==> src/rtl/pme_pkg.sv <==
package pme_pkg;
  localparam int DEF_GRP_W   = 8;
  localparam int DEF_NUM_GRP = 16;

  typedef enum logic [1:0] {
    CH_HOLD  = 2'd0,
    CH_SHIFT = 2'd1,
    CH_CLEAR = 2'd2
  } chain_op_e;
endpackage

==> src/rtl/pme_resolver.sv <==
module pme_resolver #(
  parameter int W = 8
) (
  input  logic [W-1:0] req_i,
  input  logic         en_i,
  output logic [W-1:0] win_o,
  output logic         any_o
);
  logic blocked;

  always_comb begin
    blocked = ~en_i;
    for (int i = 0; i < W; i++) begin
      win_o[i] = req_i[i] & ~blocked;
      blocked  = blocked | req_i[i];
    end
    any_o = en_i & (|req_i);
  end
endmodule

==> src/rtl/pme_encoder.sv <==
module pme_encoder #(
  parameter int W  = 128,
  parameter int AW = $clog2(W)
) (
  input  logic [W-1:0]  onehot_i,
  output logic [AW-1:0] addr_o
);
  always_comb begin
    addr_o = '0;
    for (int i = 0; i < W; i++) begin
      if (onehot_i[i]) addr_o = addr_o | AW'(i);
    end
  end
endmodule

==> src/rtl/pme_scan_chain.sv <==
module pme_scan_chain
  import pme_pkg::*;
#(
  parameter int W = 8
) (
  input  logic         clk,
  input  logic         rst_n,
  input  chain_op_e    op_i,
  input  logic         si_i,
  output logic [W-1:0] q_o
);
  logic [W-1:0] q_d;
  logic         q_en;

  always_comb begin
    q_en = (op_i != CH_HOLD);
    q_d  = q_o;
    unique case (op_i)
      CH_CLEAR: q_d = '0;
      CH_SHIFT: q_d = {si_i, q_o[W-1:1]};
      default:  q_d = q_o;
    endcase
  end

  always_ff @(posedge clk or negedge rst_n) begin
    if (!rst_n)     q_o <= '0;
    else if (q_en)  q_o <= q_d;
  end
endmodule

==> src/rtl/prio_match_enc.sv <==
module prio_match_enc
  import pme_pkg::*;
#(
  parameter  int GRP_W   = DEF_GRP_W,
  parameter  int NUM_GRP = DEF_NUM_GRP,
  localparam int N       = GRP_W * NUM_GRP,
  localparam int AW      = $clog2(N)
) (
  input  logic               clk,
  input  logic               rst_n,
  input  logic               blk_en_i,
  input  logic               tst_mode_i,
  input  logic               shift_i,
  input  logic               clr_i,
  input  logic               si_l1_i,
  input  logic               si_l2_i,
  input  logic               si_enc_i,
  input  logic [N-1:0]       match_i,
  output logic [N-1:0]       win_o,
  output logic [NUM_GRP-1:0] grp_win_o,
  output logic [AW-1:0]      match_addr_o,
  output logic               hit_o,
  output logic               multi_o
);
  chain_op_e          ch_op;
  logic [N-1:0]       l1_chain_q, enc_chain_q;
  logic [NUM_GRP-1:0] l2_chain_q;

  logic [N-1:0]       l1_in, l1_win, fin_win, enc_in;
  logic [NUM_GRP-1:0] grp_any, l2_in, grp_win;
  logic               top_any;
  logic [AW-1:0]      addr_c;

  logic [N-1:0]       win_d;
  logic [NUM_GRP-1:0] grp_d;
  logic [AW-1:0]      addr_d;
  logic               hit_d, multi_d;

  // test chain control: clear wins over shift
  always_comb begin
    if (clr_i)        ch_op = CH_CLEAR;
    else if (shift_i) ch_op = CH_SHIFT;
    else              ch_op = CH_HOLD;
  end

  pme_scan_chain #(.W(N)) u_l1_chain (
    .clk(clk), .rst_n(rst_n), .op_i(ch_op), .si_i(si_l1_i), .q_o(l1_chain_q));
  pme_scan_chain #(.W(NUM_GRP)) u_l2_chain (
    .clk(clk), .rst_n(rst_n), .op_i(ch_op), .si_i(si_l2_i), .q_o(l2_chain_q));
  pme_scan_chain #(.W(N)) u_enc_chain (
    .clk(clk), .rst_n(rst_n), .op_i(ch_op), .si_i(si_enc_i), .q_o(enc_chain_q));

  // first level: one resolver per group
  assign l1_in = tst_mode_i ? l1_chain_q : match_i;

  for (genvar g = 0; g < NUM_GRP; g++) begin : g_grp
    pme_resolver #(.W(GRP_W)) u_grp_res (
      .req_i (l1_in[g*GRP_W +: GRP_W]),
      .en_i  (blk_en_i),
      .win_o (l1_win[g*GRP_W +: GRP_W]),
      .any_o (grp_any[g])
    );
    // functional mode: the group winner survives only if its group wins
    assign fin_win[g*GRP_W +: GRP_W] = tst_mode_i ? l1_win[g*GRP_W +: GRP_W]
                                     : l1_win[g*GRP_W +: GRP_W] & {GRP_W{grp_win[g]}};
  end

  // second level: arbitration among groups
  assign l2_in = tst_mode_i ? l2_chain_q : grp_any;

  pme_resolver #(.W(NUM_GRP)) u_top_res (
    .req_i (l2_in),
    .en_i  (blk_en_i),
    .win_o (grp_win),
    .any_o (top_any)
  );

  // encoder input: resolver result, or the encoder chain in test mode
  assign enc_in = tst_mode_i ? (enc_chain_q & {N{blk_en_i}}) : fin_win;

  pme_encoder #(.W(N), .AW(AW)) u_enc (
    .onehot_i (enc_in),
    .addr_o   (addr_c)
  );

  // next state of the output registers
  always_comb begin
    win_d   = fin_win;
    grp_d   = grp_win;
    addr_d  = addr_c;
    hit_d   = tst_mode_i ? (|enc_in) : top_any;
    multi_d = blk_en_i & ((l1_in & (l1_in - N'(1))) != '0);
  end

  always_ff @(posedge clk or negedge rst_n) begin
    if (!rst_n) begin
      win_o        <= '0;
      grp_win_o    <= '0;
      match_addr_o <= '0;
      hit_o        <= 1'b0;
      multi_o      <= 1'b0;
    end else begin
      win_o        <= win_d;
      grp_win_o    <= grp_d;
      match_addr_o <= addr_d;
      hit_o        <= hit_d;
      multi_o      <= multi_d;
    end
  end
endmodule

==> config.mk <==
export PLATFORM = sky130hd
export DESIGN_NAME = prio_match_enc
export DESIGN_NICKNAME = d
export VERILOG_FILES = /design/src/rtl/pme_pkg.sv /design/src/rtl/pme_resolver.sv /design/src/rtl/pme_encoder.sv /design/src/rtl/pme_scan_chain.sv /design/src/rtl/prio_match_enc.sv
export SDC_FILE = /design/constraint.sdc
export NUM_CORES = 1
export LEC_CHECK = 0
export BUFFER_PORTS_ARGS = -buffer_cell sky130_fd_sc_hd__buf_2
export CAP_MARGIN = 20
export CELL_PAD_IN_SITES_DETAIL_PLACEMENT = 1
export CELL_PAD_IN_SITES_GLOBAL_PLACEMENT = 2
export CORE_MARGIN = 8
export CORE_UTILIZATION = 40
export DETAILED_ROUTE_END_ITERATION = 8
export PLACE_DENSITY = 0.91
export RECOVER_POWER = 100
export SLEW_MARGIN = 20
export SYNTH_ARGS = -nofsm -noshare
export SYNTH_HDL_FRONTEND = slang
export SYNTH_SLANG_ARGS = --single-unit
export TNS_END_PERCENT = 30
==> constraint.sdc <==
create_clock -name clk -period 11.8 [get_ports clk]
set_input_delay 0.59 -clock clk [delete_from_list [all_inputs] [get_ports clk]]
set_output_delay 0.59 -clock clk [all_outputs]
set_load 0.02 [all_outputs]
### Word-level counts from Yosys, hierarchy flattened

Index checks and enable logic that the tools add are counted.

* add/subtract/negate cells: 1
* equality and inequality tests: 2
* multiplexer cells: 153
* bitwise operators: 435
* reductions and logical operators: 22

Operators with widths (number)
* $pmux 128 s2: 2
* $mux 7: 64
* $and 128x128->128: 2
* $mux 128: 2
* $mux 6: 32
* $and 1x1->1: 162
* $and 8x8->8: 16
* $mux 8: 16
* $not 1->1: 128
* $reduce_bool 128->1: 1
* $reduce_or 128->1: 1
* $reduce_or 8->1: 16
* $sub 128x1->128 const B: 1
* $or 1x1->1: 127
* $mux 5: 16
* $mux 4: 8
* $pmux 16 s2: 1
* $mux 16: 1
* $reduce_or 16->1: 1
* $mux 3: 4
* $mux 2: 4
* $reduce_bool 2->1: 2
* $mux 1: 3
* $eq 2x1->1 const B: 1
* 2 further kinds: 2

* register bits: 425
* input port bits: 137
* logic and storage cells: 621

### Longest topological paths before layout

Gate-level depths: netlist of the first run.

* depth in word-level cells: 151
* mapped depth: 20

### By module

A second synthesis of the first run with hierarchy kept.

* cell total of the unflattened synthesis: 2834
* area, all modules: 25316.8 sq um

Modules (own cells, without submodules)
* prio_match_enc: times used 1, cells each 1265, area each 11617.4 sq um, seq. area each 3828.7 sq um
* pme_scan_chain at u_enc_chain ...: times used 2, cells each 556, area each 5113.7 sq um, seq. area each 3203.1 sq um
* pme_resolver at g_grp[0].u_grp_res ...: times used 16, cells each 16, area each 120.1 sq um, seq. area each 0.0 sq um
* pme_scan_chain at u_l2_chain: times used 1, cells each 71, area each 706.9 sq um, seq. area each 400.4 sq um
* pme_encoder: times used 1, cells each 98, area each 600.6 sq um, seq. area each 0.0 sq um
* pme_resolver at u_top_res: times used 1, cells each 32, area each 242.7 sq um, seq. area each 0.0 sq um

### Least setup slack after synthesis of the first run

Ideal clock, no wire load.

* path type: input port to flip-flop
* from: input port tst_mode_i
* to: register multi_o
* data arrival time: 3.844 ns
* required time: 11.657 ns
* slack: 7.813 ns
* stages on the path: 19
* path buffers: 11
* path through: buf_6 > buf_2 > buf_4 > buf_6 > buf_6 > buf_2 > buf_2 > buf_2 > buf_2 > buf_2 > buf_2 > mux2i_1 > nor2_1 > a2111oi_0 > nand4_1 > nor4_1 > nand4_1 > nor3_1 > a41oi_1

* longest elaborated chain between the ends: 5

Ends and longest elaborated chain
* start: declaration: RTL line prio_match_enc.sv:12 `input logic tst_mode_i,`
* $mux 128 (*): RTL line prio_match_enc.sv:54 `assign l1_in = tst_mode_i ? l1_chain_q : match_i;`
* $sub 128x1->128: RTL line prio_match_enc.sv:92 `multi_d = blk_en_i & ((l1_in & (l1_in - N'(1))) != '0);`
* $and 128x128->128 (*): RTL line prio_match_enc.sv:92
* $reduce_bool 128->1 (*): RTL line prio_match_enc.sv:92
* $and 1x1->1 (*): RTL line prio_match_enc.sv:92
* net multi_d: RTL line prio_match_enc.sv:37 `logic hit_d, multi_d;`
* end signal: assignment: RTL line prio_match_enc.sv:107 `multi_o <= multi_d;`
* end: declaration: RTL line prio_match_enc.sv:23 `output logic multi_o`

The timed path passes the listed nets; every way through them passes the cells marked *.
A chain may end at the register's enable or synchronous reset.

### Worst setup path in the final report of the first run

* from: input port tst_mode_i
* to: register match_addr_o[0]

* longest elaborated chain between the ends: 135
* elaborated cells between the ends (all ways): 480
* those cells by class: mux (146); bitwise (318); reduce/logical (16)

Ends and longest elaborated chain
* $mux 128: RTL line prio_match_enc.sv:54
* $reduce_or 8->1: RTL line pme_resolver.sv:17 `any_o = en_i & (|req_i);`
* $and 1x1->1: RTL line pme_resolver.sv:17
* $mux 16: RTL line prio_match_enc.sv:69 `assign l2_in = tst_mode_i ? l2_chain_q : grp_any;`
* $and 1x1->1: RTL line pme_resolver.sv:14 `win_o[i] = req_i[i] & ~blocked;`
* $and 8x8->8: RTL line prio_match_enc.sv:65 `: l1_win[g*GRP_W +: GRP_W] & {GRP_W{grp_win[g]}};`
* $mux 8: RTL line prio_match_enc.sv:64 `assign fin_win[g*GRP_W +: GRP_W] = tst_mode_i ? l1_win[g*GRP_W +: GRP_W]`
* $mux 128 (*): RTL line prio_match_enc.sv:79 `assign enc_in = tst_mode_i ? (enc_chain_q & {N{blk_en_i}}) : fin_win;`
* $mux 1: RTL line pme_encoder.sv:11 `if (onehot_i[i]) addr_o = addr_o | AW'(i);`
* $mux 2 (2 in a row): RTL line pme_encoder.sv:11
* $mux 3 (4 in a row): RTL line pme_encoder.sv:11
* $mux 4 (8 in a row): RTL line pme_encoder.sv:11
* $mux 5 (16 in a row): RTL line pme_encoder.sv:11
* $mux 6 (32 in a row): RTL line pme_encoder.sv:11
* $mux 7 (63 in a row): RTL line pme_encoder.sv:11
* $mux 7 (*): RTL line pme_encoder.sv:11
* net addr_c[0]: RTL line prio_match_enc.sv:32 `logic [AW-1:0] addr_c;`
* end signal: assignment: RTL line prio_match_enc.sv:105 `match_addr_o <= addr_d;`
* end: declaration: RTL line prio_match_enc.sv:21 `output logic [AW-1:0] match_addr_o,`

Marks and branches as above.

==> results of run 1 <==
[registers in the layout, indices dropped and copies added, names as in the netlist]
| register | cells |
|---|---|
| match_addr_o | 7 |
| win_o | 128 |
| multi_o | 1 |
| u_l2_chain.q_o | 16 |
| hit_o | 1 |
| u_l1_chain.q_o | 128 |
| u_enc_chain.q_o | 128 |
| grp_win_o | 16 |
[worst max-delay path, delay by kind of cell]
kind	cells	cell delay, ns
buf+inv	3	4.55
compound gates	6	2.20
simple gates	4	1.72
[power groups by stage]
stage	combinational (W)	clock, W	sequential (W)
finish	0.000514	0.00167	0.00148
floorplan	0.000257	0	0.00151
global placement	0.000489	0	0.00150
CTS	0.000496	0.00170	0.00148
detailed placement	0.000494	0	0.00150
global route	0.000540	0.00175	0.00148
[cell type report]
| class | instances | area [um^2] | share of cell area (%) |
|---|---|---|---|
| Multi-Input combinational cell | 2123 | 13700 | 47.6 |
| Sequential cell | 425 | 10600 | 36.9 |
| Timing Repair Buffer | 318 | 1490 | 5.16 |
| Clock buffer | 60 | 1340 | 4.65 |
| Tap cell | 846 | 1060 | 3.68 |
| Clock inverter | 30 | 417 | 1.45 |
| Inverter | 41 | 154 | 0.535 |
| Antenna cell | 1 | 2.50 | 0.00869 |
[routing by layer]
layer  wire (um)  track usage (%)  vias up  part of all wire, %
li1            -                -    10600                    -
met1       50600             44.5    12700                   43
met2       52600             49.6     1045                   45
met3        8820             5.57      216                  7.6
met4        4650             11.3       10                  4.0
met5          69                0        -                0.059
[path summary, 6_finish.rpt]
check                                       end  cells past startpoint
max reg2reg                           win_o[77]                      9
min                        u_enc_chain.q_o[127]                      3
max in group asynchronous    u_enc_chain.q_o[9]                      3
max                             match_addr_o[0]                     13
min in group asynchronous    u_l1_chain.q_o[40]                      1
min reg2reg                  u_enc_chain.q_o[0]                      2
[cell usage after synthesis, types with 9 or more instances]
| cell type | n |
|---|---|
| mux2i_1 | 361 |
| nor2b_1 | 19 |
| mux2_2 | 21 |
| nand3_1 | 39 |
| a41oi_1 | 9 |
| nor3b_1 | 48 |
| inv_1 | 40 |
| a21o_1 | 9 |
| o41ai_1 | 18 |
| a22oi_1 | 23 |
| buf_6 | 9 |
| nand2_1 | 140 |
| buf_1 | 26 |
| buf_2 | 47 |
| o32ai_1 | 13 |
| o211ai_1 | 16 |
| o31ai_1 | 12 |
| a222oi_1 | 12 |
| nand2b_1 | 40 |
| a21oi_1 | 82 |
| nor2_1 | 505 |
| dfrtp_1 | 425 |
| a32oi_1 | 17 |
| nor4_1 | 76 |
| or2_2 | 10 |
| o22ai_1 | 20 |
| and2_1 | 14 |
| and3_1 | 28 |
| nor3_1 | 131 |
| clkbuf_1 | 62 |
| or3_1 | 37 |
| nor4b_1 | 10 |
| or4_1 | 27 |
| a211oi_1 | 13 |
| a22o_1 | 13 |
| or3b_2 | 27 |
| nand3b_1 | 14 |
| o21ai_0 | 90 |
| a31oi_1 | 29 |
| nand4_1 | 34 |
| o2111ai_1 | 10 |
[stage by stage]
stage          utilization [%]  hold WS (ns)  area (um^2)  worst slack (ns)
2_1_floorplan                -         0.294        25200              7.81
5_1_grt                   46.0         0.249        28800              2.61
4_1_cts                   46.4        0.0757        29000              5.69
6_report                  46.0         0.224        28800              3.06
3_3_place_gp              43.6         0.509        27300              5.03
3_5_place_dp              43.6         0.527        27300              5.07
[cells in the final DEF, fill, tap and decap left out, types with 13 or more instances in the layout]
cell type and n:
buf_4 24, o41ai_1 18, nor2_1 504, o211ai_1 16, o22ai_1 20, nor3b_1 48, inv_1 40, a31oi_1 29
mux2_2 21, nand4_1 35, nand3b_1 14, clkbuf_16 49, nand2b_1 41, and3_1 28, a22o_1 13, mux2i_1 360
o32ai_1 13, and2_1 14, a22oi_1 23, dfrtp_1 425, a21oi_1 82, or3_1 37, clkbuf_1 163, nand3_1 40
nor3_1 131, nor4_1 77, o21ai_0 94, or4_1 27, or3b_2 27, nand2_1 140, a32oi_1 17, buf_2 132
nor2b_1 19, a211oi_1 13
[kinds of logic after synthesis]
family	share of synthesized area [%]
and+or+nand+nor	25.7
AOI/OAI and AO/OA	13.3
DFF	42.2
muxes	15.3
buffers and inverters	3.29
adders and majority gates	0.199
==> metrics.txt, run 1 <==
post-detail-place hpwl 90800 um; largest net degree at the start of global routing 162; cell count after placement 3753; die height 267 um; # H-tree levels 2; fill count 7345; clk_skew 0.0282 ns; CORE AREA 62600 um^2; vias 24600; Crit-path slowest cell clkbuf_1; Setup Buffers After CTS 0; share of Yosys cell area claimed by the top area cell type 42.2%; setup TNS 0 ns; Cells after Synth 2734; Peak VDD IR 0.000115 V; Post-synth EDFFs 0; Slew Limit Fails 390; vias in the first global route 24700; number of CTS-inserted buffers 49; worst setup path class primary input to register; min-delay src si_enc_i; Antenna Nets Post-Route 0; # clock sinks 425; Power per Cell Area 127 nW/um^2; Critical Path Source Type primary input; share of cells above drive strength 1 11.1%; Clk pwr share 45.6%; final WL 117000 um; P_sw 0.00107 W; relative slew slack -419%; Crit. Startpoint tst_mode_i; internal power 0.00259 W; Max Cap Violations 6; Sw Ratio 29.2%; failing checks max-capacitance violations, max-slew violations; total congestion overflow 0; top post-synthesis cells by area dfrtp_1 (42%), mux2i_1 (14%), nor2_1 (7.5%), nor3_1 (2.6%), nand2_1 (2.1%); gp weighted congestion 1.01; final hold viol count 0; Synth area leader dfrtp_1; minimum clock period 8.74 ns; initial antenna violation count 9; Syn. warnings 0; TritonCTS clock tree yes; status finished, violations left; CP arrival 9.26 ns; starting density of the core 40.2%; Std-Cell Rows 92; Combinational Power Share 14.0%; Critical Path RT 12.31 ns; DIE AREA 71300 um^2; Final Total Pwr 0.00366 W; Hold/Removal Path Class primary input to register; hold buffers post-CTS 0; Least-Margin Pin Slew 7.79 ns; Slowest Stage Delay on Critical Path 2.16 ns; DR pass1 iterations 6; WL/cell 30.4 um; Reg power frac 40.4%; R2R Setup Slk 5.61 ns; Mapped Nets 2871; CP Capture Type register; Final period util 74.1%; Overall Global Routing Usage 31.9%; Clock Latency Late Sink 0.64 ns; Vias/cell 6.39; fmax 0.114 GHz; fin cells 3844; sequential area share after synthesis 42.2%; Post-synth ARST share 100%; post-CTS sizing 0; die span in x 267 um; clk slew on worst S/H paths 0.06 ns; Mean Syn Cell Area 9.21 um^2; CTS max path bufs 3; #FFs+latches synth 425; RSZ-0062 raised after global routing no; Layout area overhead 14.3%; fin nets 3095; PortBufs 289; Reg-to-Reg Start u_l1_chain.q_o[13]; crit-path max FO 161; ordered list of cells on the worst path buf_8 > clkbuf_1 > clkbuf_1 > or3b_2 > a222oi_1 > a21oi_1 > a21oi_1 > nor3b_1 > a31oi_1 > nand2b_1 > nand2b_1 > o32a_1 > o2111ai_1; drt drc 0; I/O Pins 290; clk root buf clkbuf_16; number of setup violations in the final report 0; synth unique cells 89; 1st-iter DRT viols 2844; mapped cell area 25200 um^2; top_reg_cell synth dfrtp_1; Pleak 13.0 nW; first-pass GRT wire length 172000 um
Note: power is estimated with default switching activity, not from simulation.
==> inputs of run 2 (changes only) <==
--- a/config.mk
+++ b/config.mk
@@ -5,14 +5,15 @@
 export SDC_FILE = /design/constraint.sdc
 export NUM_CORES = 1
 export LEC_CHECK = 0
+export ABC_AREA = 1
 export BUFFER_PORTS_ARGS = -buffer_cell sky130_fd_sc_hd__buf_2
 export CAP_MARGIN = 20
 export CELL_PAD_IN_SITES_DETAIL_PLACEMENT = 1
 export CELL_PAD_IN_SITES_GLOBAL_PLACEMENT = 2
 export CORE_MARGIN = 8
-export CORE_UTILIZATION = 40
+export CORE_UTILIZATION = 34
 export DETAILED_ROUTE_END_ITERATION = 8
-export PLACE_DENSITY = 0.91
+export PLACE_DENSITY = 0.86
 export RECOVER_POWER = 100
 export SLEW_MARGIN = 20
 export SYNTH_ARGS = -nofsm -noshare
==> constraint.sdc (replaced) <==
create_clock -name clk -period 9.03 [get_ports clk]
set_input_delay 0.4515 -clock clk [delete_from_list [all_inputs] [get_ports clk]]
set_output_delay 0.4515 -clock clk [all_outputs]
set_load 0.02 [all_outputs]
==> run 2 against run 1 <==
The run still ends with max-capacitance violations, max-slew violations left. Worst setup slack worse by 0.40 ns. Sequential power increased by 31%. Total power grew 28%. Routed wire length down 11%. First-iteration DRC count down 19%. Count of clock-buffer cells in the layout up 6. Worst hold slack got worse by 0.10 ns. Critical endpoint is now hit_o. Largest power group unchanged. Highest routed layer unchanged.
==> metrics.txt, run 2 <==
status finished, violations left (unchanged); failing checks max-capacitance violations, max-slew violations (unchanged); commonest non-fill, non-tap cell in the layout nand2_1 (was nor2_1); RSZ-0062 raised after global routing no (unchanged); WHS 0.121 ns (was 0.224 ns); mapped cell area 24200 um^2 (was 25200 um^2); Slew Limit Fails 380 (was 390); 1st-iter DRT viols 2290 (was 2844); die span in x 283 um (was 267 um); Compound-Gate Fraction of Synth Area 14.4% (was 13.3%); synth cell count leaders nand2_1 (655), inv_1 (585), nor2_1 (451), dfrtp_1 (425), o22ai_1 (284) (was nor2_1 (505), dfrtp_1 (425), mux2i_1 (361), nand2_1 (140), nor3_1 (131)); Synth Area in Simple Gates 29.1% (was 25.7%); DR pass1 iterations 5 (was 6); I/O Pins 290 (unchanged); Synth area leader dfrtp_1 (unchanged); Layout area overhead 14.3% (about the same); Max Cap Violations 5 (was 6); Setup Buffers After CTS 0 (unchanged); largest net degree at the start of global routing 202 (was 162); Antenna Nets Post-Route 0 (unchanged); share of cells above drive strength 1 10.1% (was 11.1%); clk_skew 0.0279 ns (was 0.0282 ns); CP arrival 6.91 ns (was 9.26 ns); setup TNS 0 ns (unchanged); Post-synth ARST share 100% (unchanged); TritonCTS clock tree yes (unchanged); number of CTS-inserted buffers 49 (unchanged); # clock sinks 425 (unchanged); vias 23900 (was 24600); Final Total Pwr 0.00470 W (was 0.00366 W); biggest regs u_enc_chain.q_o: 128 flops, u_l1_chain.q_o: 128 flops, win_o: 128 flops (unchanged); top post-synthesis cells by area dfrtp_1 (44%), nand2_1 (10%), inv_1 (9.1%), o22ai_1 (7.3%), nor2_1 (7.0%) (was dfrtp_1 (42%), mux2i_1 (14%), nor2_1 (7.5%), nor3_1 (2.6%), nand2_1 (2.1%)); fill count 9010 (was 7345); Vias/cell 5.28 (was 6.39); adder-cell share of the synthesized area 0% (was 0.199%); Power per Cell Area 170 nW/um^2 (was 127 nW/um^2); crit-path max FO 93 (was 161); number of setup violations in the final report 0 (unchanged); total congestion overflow 0 (unchanged); post-route cell area 27700 um^2 (was 28800 um^2); most frequent cells in the layout nand2_1 (664), inv_1 (587), nor2_1 (459) (was nor2_1 (504), dfrtp_1 (425), mux2i_1 (360)); most common cell in the synthesized netlist nand2_1 (was nor2_1); gp weighted congestion 0.961 (was 1.01); post-synthesis mux area share 0% (was 15.3%); first-pass GRT wire length 156000 um (was 172000 um); Final period util 70.6%; DIE AREA 80000 um^2 (was 71300 um^2); #FFs+latches synth 425 (unchanged); fmax 0.157 GHz; Placed Area 26300 um^2 (was 27300 um^2); Pleak 13.3 nW (was 13.0 nW); Least-Margin Pin Slew 4.40 ns (was 7.79 ns); clk slew on worst S/H paths 0.06 ns (about the same); Peak VDD IR 0.000137 V (was 0.000115 V); die height 283 um (was 267 um); CTS max path bufs 3 (unchanged); vias in the first global route 24200 (was 24700); top_reg_cell synth dfrtp_1 (unchanged); CORE AREA 71000 um^2 (was 62600 um^2); final hold viol count 0 (unchanged); Critical Path RT 9.57 ns (was 12.31 ns); worst setup path class primary input to register (unchanged); Seq. cell area 10600 um^2 (unchanged); # H-tree levels 2 (unchanged); post-detail-place hpwl 80600 um (was 90800 um); fin nets 3677 (was 3095); Post-Synth XOR/XNOR Area 0% (unchanged); Post-synth EDFFs 0 (unchanged); Critical Path Source Type primary input (unchanged); Mapped Nets 3447 (was 2871); final WL 104000 um (was 117000 um); PortBufs 289 (unchanged); Overall Global Routing Usage 25.6% (was 31.9%); clk root buf clkbuf_16 (unchanged); Syn. warnings 0 (unchanged); starting density of the core 34.1% (was 40.2%); Mean Syn Cell Area 7.31 um^2 (was 9.21 um^2); sequential area share after synthesis 43.9% (was 42.2%); multi-input combinational cell area 10400 um^2 (was 13700 um^2); relative slew slack -193% (was -419%); drt drc 0 (unchanged); Std-Cell Rows 98 (was 92); Clock Latency Late Sink 0.60 ns (was 0.64 ns); Cells after Synth 3310 (was 2734); CP Capture Type register (unchanged); main combinational cell family by area after synthesis simple AND/OR/NAND/NOR gates (unchanged); share of Yosys cell area claimed by the top area cell type 43.9% (was 42.2%); Hold/Removal Path Class primary input to register (unchanged); synth unique cells 61 (was 89); initial antenna violation count 5 (was 9); minimum clock period 6.38 ns; WL/cell 23.1 um (was 30.4 um)
==> run 2: report_power, final <==
group          internal (W)  switching, W  leakage [nW]
Sequential          0.00193     0.0000142          5.90
Clock               0.00129      0.000848         0.845
Combinational      0.000138      0.000480          6.59
Total               0.00336       0.00134          13.3
==> run 2: cell type report <==
cell class / instances / area share [%]
Sequential cell: 425 / 38.4
Multi-Input combinational cell: 2146 / 37.6
Clock inverter: 21 / 1.10
Antenna cell: 1 / 0.00904
Tap cell: 950 / 4.29
Clock buffer: 66 / 5.10
Timing Repair Buffer: 306 / 5.11
Inverter: 612 / 8.32
==> run 2: critical path, cell delays in order <==
cell and delay, ns:
buf_8 0.45, clkbuf_1 1.64, nand2_1 0.24, nand2_1 0.25, nand2_1 0.10, nor2_1 0.17
nand2_1 0.17, nand2_1 0.20, nand3_1 0.21, nor2_1 0.84, nand3_4 0.36, nor3_4 0.40
nor2_1 0.23, clkinv_1 0.14, nand2_1 0.09, nor2_1 0.31, a21oi_1 0.14, nand2_1 0.12
nor2_1 0.06, nand2_1 0.09, nor2_1 0.07, nand3_1 0.08
==> run 2: cell families after synthesis <==
kind of cell | after synthesis
buf+inv | 739
compound gates | 558
flops | 425
simple gates | 1588
==> run 2: worst paths after layout <==
path                                    start              endpoint  cells after the start  slack (ns)
max                                tst_mode_i                 hit_o                     22        2.65
min                                  si_enc_i  u_enc_chain.q_o[127]                      3        0.12
max reg2reg                 u_l1_chain.q_o[2]                 hit_o                     21        4.38
min reg2reg                u_l1_chain.q_o[27]    u_l1_chain.q_o[27]                      2        0.53
max in group asynchronous               rst_n  u_enc_chain.q_o[127]                      3        4.23
min in group asynchronous               rst_n              win_o[5]                      2        0.51
==> run 2: stage by stage <==
step,setup WS (ns),instances,utilization (%)
6_report,2.65,4527,39.0
5_1_grt,2.14,4527,39.0
4_1_cts,4.35,4526,39.5
3_5_place_dp,3.72,4438,37.0
3_3_place_gp,3.82,4438,37.0
2_1_floorplan,6.15,3310,-
==> run 2: layer usage <==
layer | vias to the layer above | global-route usage (%) | wire length, um
li1 | 11200 | - | -
met3 | 130 | 5.07 | 7460
met2 | 734 | 37.0 | 43600
met4 | 6 | 6.39 | 2730
met5 | - | 0 | 53
met1 | 11800 | 38.6 | 50600
==> run 2: timing repair <==
action / CTS / global route
hold endpoints to repair: 102 / 0
hold buffers: 1 / 0
gates resized for setup: 0 / 0
==> inputs of run 3 (changes only) <==
--- a/config.mk
+++ b/config.mk
@@ -5,15 +5,15 @@
 export SDC_FILE = /design/constraint.sdc
 export NUM_CORES = 1
 export LEC_CHECK = 0
-export ABC_AREA = 1
+export ABC_AREA = 0
 export BUFFER_PORTS_ARGS = -buffer_cell sky130_fd_sc_hd__buf_2
 export CAP_MARGIN = 20
 export CELL_PAD_IN_SITES_DETAIL_PLACEMENT = 1
 export CELL_PAD_IN_SITES_GLOBAL_PLACEMENT = 2
 export CORE_MARGIN = 8
-export CORE_UTILIZATION = 34
+export CORE_UTILIZATION = 33
 export DETAILED_ROUTE_END_ITERATION = 8
-export PLACE_DENSITY = 0.86
+export PLACE_DENSITY = 0.81
 export RECOVER_POWER = 100
 export SLEW_MARGIN = 20
 export SYNTH_ARGS = -nofsm -noshare
==> constraint.sdc (replaced) <==
create_clock -name clk -period 5.3 [get_ports clk]
set_input_delay 0.265 -clock clk [delete_from_list [all_inputs] [get_ports clk]]
set_output_delay 0.265 -clock clk [all_outputs]
set_load 0.02 [all_outputs]
==> run 3 against run 2 <==
The run still ends with max-capacitance violations, max-slew violations left. Cell area up 6.1%. First-iteration DRC count down 3.1%. Count of clock-buffer cells in the layout down 1. Register-to-register slack worse by 4.0 ns. Clock skew up 0.0041 ns. Total power up 69%. Critical path depth down 11. Die area up 6.8%. Critical endpoint is now match_addr_o[0]. Highest routed layer unchanged.
==> metrics.txt, run 3 (synthesis gave the netlist of run 1 again) <==
status finished, violations left (unchanged); PortBufs 289 (unchanged); number of CTS-inserted buffers 49 (unchanged); ordered list of cells on the worst path or4b_1 > a222oi_1 > nand3_1 > o21ai_0 > buf_4 > nand3_1 > nor2_1 > o21ai_0 > o21bai_1 > a311oi_1 > o2111ai_1 (was buf_8 > clkbuf_1 > nand2_1 > nand2_1 > nand2_1 > nor2_1 > nand2_1 > nand2_1 > nand3_1 > nor2_1 > nand3_4 > nor3_4 > nor2_1 > clkinv_1 > nand2_1 > nor2_1 > a21oi_1 > nand2_1 > nor2_1 > nand2_1 > nor2_1 > nand3_1); initial antenna violation count 6 (was 5); fill count 8840 (was 9010); final hold viol count 0 (unchanged); number of setup violations in the final report 0 (unchanged); failing checks max-capacitance violations, max-slew violations (unchanged); Top delay family on crit path simple AND/OR/NAND/NOR gates (unchanged); worst setup path class register to register (was primary input to register); commonest non-fill, non-tap cell in the layout nor2_1 (was nand2_1); CP arrival 5.45 ns (was 6.91 ns); post-detail-place hpwl 94600 um (was 80600 um); CTS max path bufs 3 (unchanged); DIE AREA 85400 um^2 (was 80000 um^2); Power per Cell Area 271 nW/um^2 (was 170 nW/um^2); fin nets 3161 (was 3677); drt drc 0 (unchanged); setup TNS 0 ns (unchanged); crit-path max FO 11 (was 93); largest net degree at the start of global routing 197 (was 202); Setup Buffers After CTS 0 (unchanged); CP Capture Type register (unchanged); clk_skew 0.0320 ns (was 0.0279 ns); Critical Path RT 5.83 ns (was 9.57 ns); Pleak 13.3 nW (about the same); starting density of the core 33.3% (was 34.1%); # H-tree levels 2 (unchanged); Layout area overhead 16.6% (was 14.3%); vias in the first global route 25200 (was 24200); Peak VDD IR 0.000286 V (was 0.000137 V); clk root buf clkbuf_16 (unchanged); most frequent cells in the layout nor2_1 (504), dfrtp_1 (425), mux2i_1 (361) (was nand2_1 (664), inv_1 (587), nor2_1 (459)); vias 24700 (was 23900); post-route cell area 29400 um^2 (was 27700 um^2); post-CTS sizing 0 (unchanged); Slowest Stage Delay on Critical Path 0.66 ns (was 1.64 ns); Critical Path Source Type register (was primary input); share of cells above drive strength 1 12.3% (was 10.1%); Clock Latency Late Sink 0.64 ns (was 0.60 ns); Antenna Nets Post-Route 0 (unchanged); total congestion overflow 0 (unchanged); # clock sinks 425 (unchanged); Slew Limit Fails 624 (was 380); Placed Area 28000 um^2 (was 26300 um^2); minimum clock period 4.92 ns; Overall Global Routing Usage 27.3% (was 25.6%); RSZ-0062 raised after global routing no (unchanged); Final period util 92.8%; Crit-path slowest cell nor2_1 (was clkbuf_1); die span in x 292 um (was 283 um); CORE AREA 75700 um^2 (was 71000 um^2); clk slew on worst S/H paths 0.06 ns (about the same); Std-Cell Rows 101 (was 98); die height 292 um (was 283 um); biggest regs u_enc_chain.q_o: 128 flops, u_l1_chain.q_o: 128 flops, win_o: 128 flops (unchanged); fmax 0.203 GHz; Max Cap Violations 7 (was 5); final WL 121000 um (was 104000 um); TritonCTS clock tree yes (unchanged); Vias/cell 6.11 (was 5.28); gp weighted congestion 0.978 (was 0.961); Hold/Removal Path Class primary input to register (unchanged); Least-Margin Pin Slew 4.19 ns (was 4.40 ns); I/O Pins 290 (unchanged); DR pass1 iterations 6 (was 5); relative slew slack -179% (was -193%); WL/cell 30.0 um (was 23.1 um); first-pass GRT wire length 178000 um (was 156000 um); WP buf/inv 1 (was 3); 1st-iter DRT viols 2220 (was 2290)
run 3: cell count changes in the layout (fill, tap and decap cells not counted), sizes merged, moves of 38 or more:
cell	delta
buf	+56
inv	-561
mux2i	+361
nand2	-535
nand2b	+41
nand3	-99
nand4	-50
nor3b	+45
nor4	+54
o21ai	-94
o22ai	-267
or3	+38
run 3: layer usage:
layer	vias up	track usage [%]	part of all wire, %
met1	12700	37.8	44
met2	1003	43.8	45
met3	199	4.32	6.8
met5	-	0	0.016
met4	2	8.46	3.6
li1	10700	-	-
run 3: path summary, 6_finish.rpt:
path,from,to,slack (ns),cells after the start
setup / recovery,u_l1_chain.q_o[18],match_addr_o[0],0.38,11
hold / removal,match_i[14],win_o[14],0.03,3
setup reg to reg,u_l1_chain.q_o[18],match_addr_o[0],0.38,11
hold reg to reg,u_enc_chain.q_o[0],u_enc_chain.q_o[0],0.53,2
max in group asynchronous,rst_n,u_l1_chain.q_o[125],0.96,3
min in group asynchronous,rst_n,u_l1_chain.q_o[38],1.08,2
run 3: through the flow:
step	hold WS (ns)	util [%]	std cells	setup WS, ns	power, W
2_1_floorplan	-0.0306	-	2734	1.56	0.00394
3_3_place_gp	0.377	37.0	3942	0.360	0.00448
3_5_place_dp	0.398	37.0	3942	0.272	0.00449
4_1_cts	0.00373	39.3	4039	0.694	0.00802
5_1_grt	0.0388	38.8	4039	0.234	0.00820
6_report	0.0263	38.8	4041	0.381	0.00796
run 3: power by group:
| group | switching (W) | internal [W] | leakage, nW |
|---|---|---|---|
| registers | 0.0000200 | 0.00327 | 5.91 |
| logic | 0.000823 | 0.000348 | 6.59 |
| clock network | 0.00152 | 0.00198 | 0.793 |
| total | 0.00236 | 0.00560 | 13.3 |
run 3: layout make-up:
| type | instances | area [um^2] | area share, % |
|---|---|---|---|
| timing repair buffer | 384 | 2010 | 6.85 |
| tap | 978 | 1220 | 4.17 |
| multi-input combinational | 2123 | 13700 | 46.6 |
| inverter | 41 | 154 | 0.524 |
| antenna | 2 | 5.00 | 0.0170 |
| sequential | 425 | 10600 | 36.2 |
| clock buffer | 65 | 1370 | 4.65 |
| clock inverter | 23 | 275 | 0.937 |
run 3: what timing repair did:
action	in CTS	in global routing
setup endpoints to repair	0	0
hold buffers	9	0
hold endpoints to repair	103	0
run 3: worst min-delay path, stage by stage:
cell     delay (ns)
buf_2          0.16
a32oi_1        0.07
nor2_1         0.11
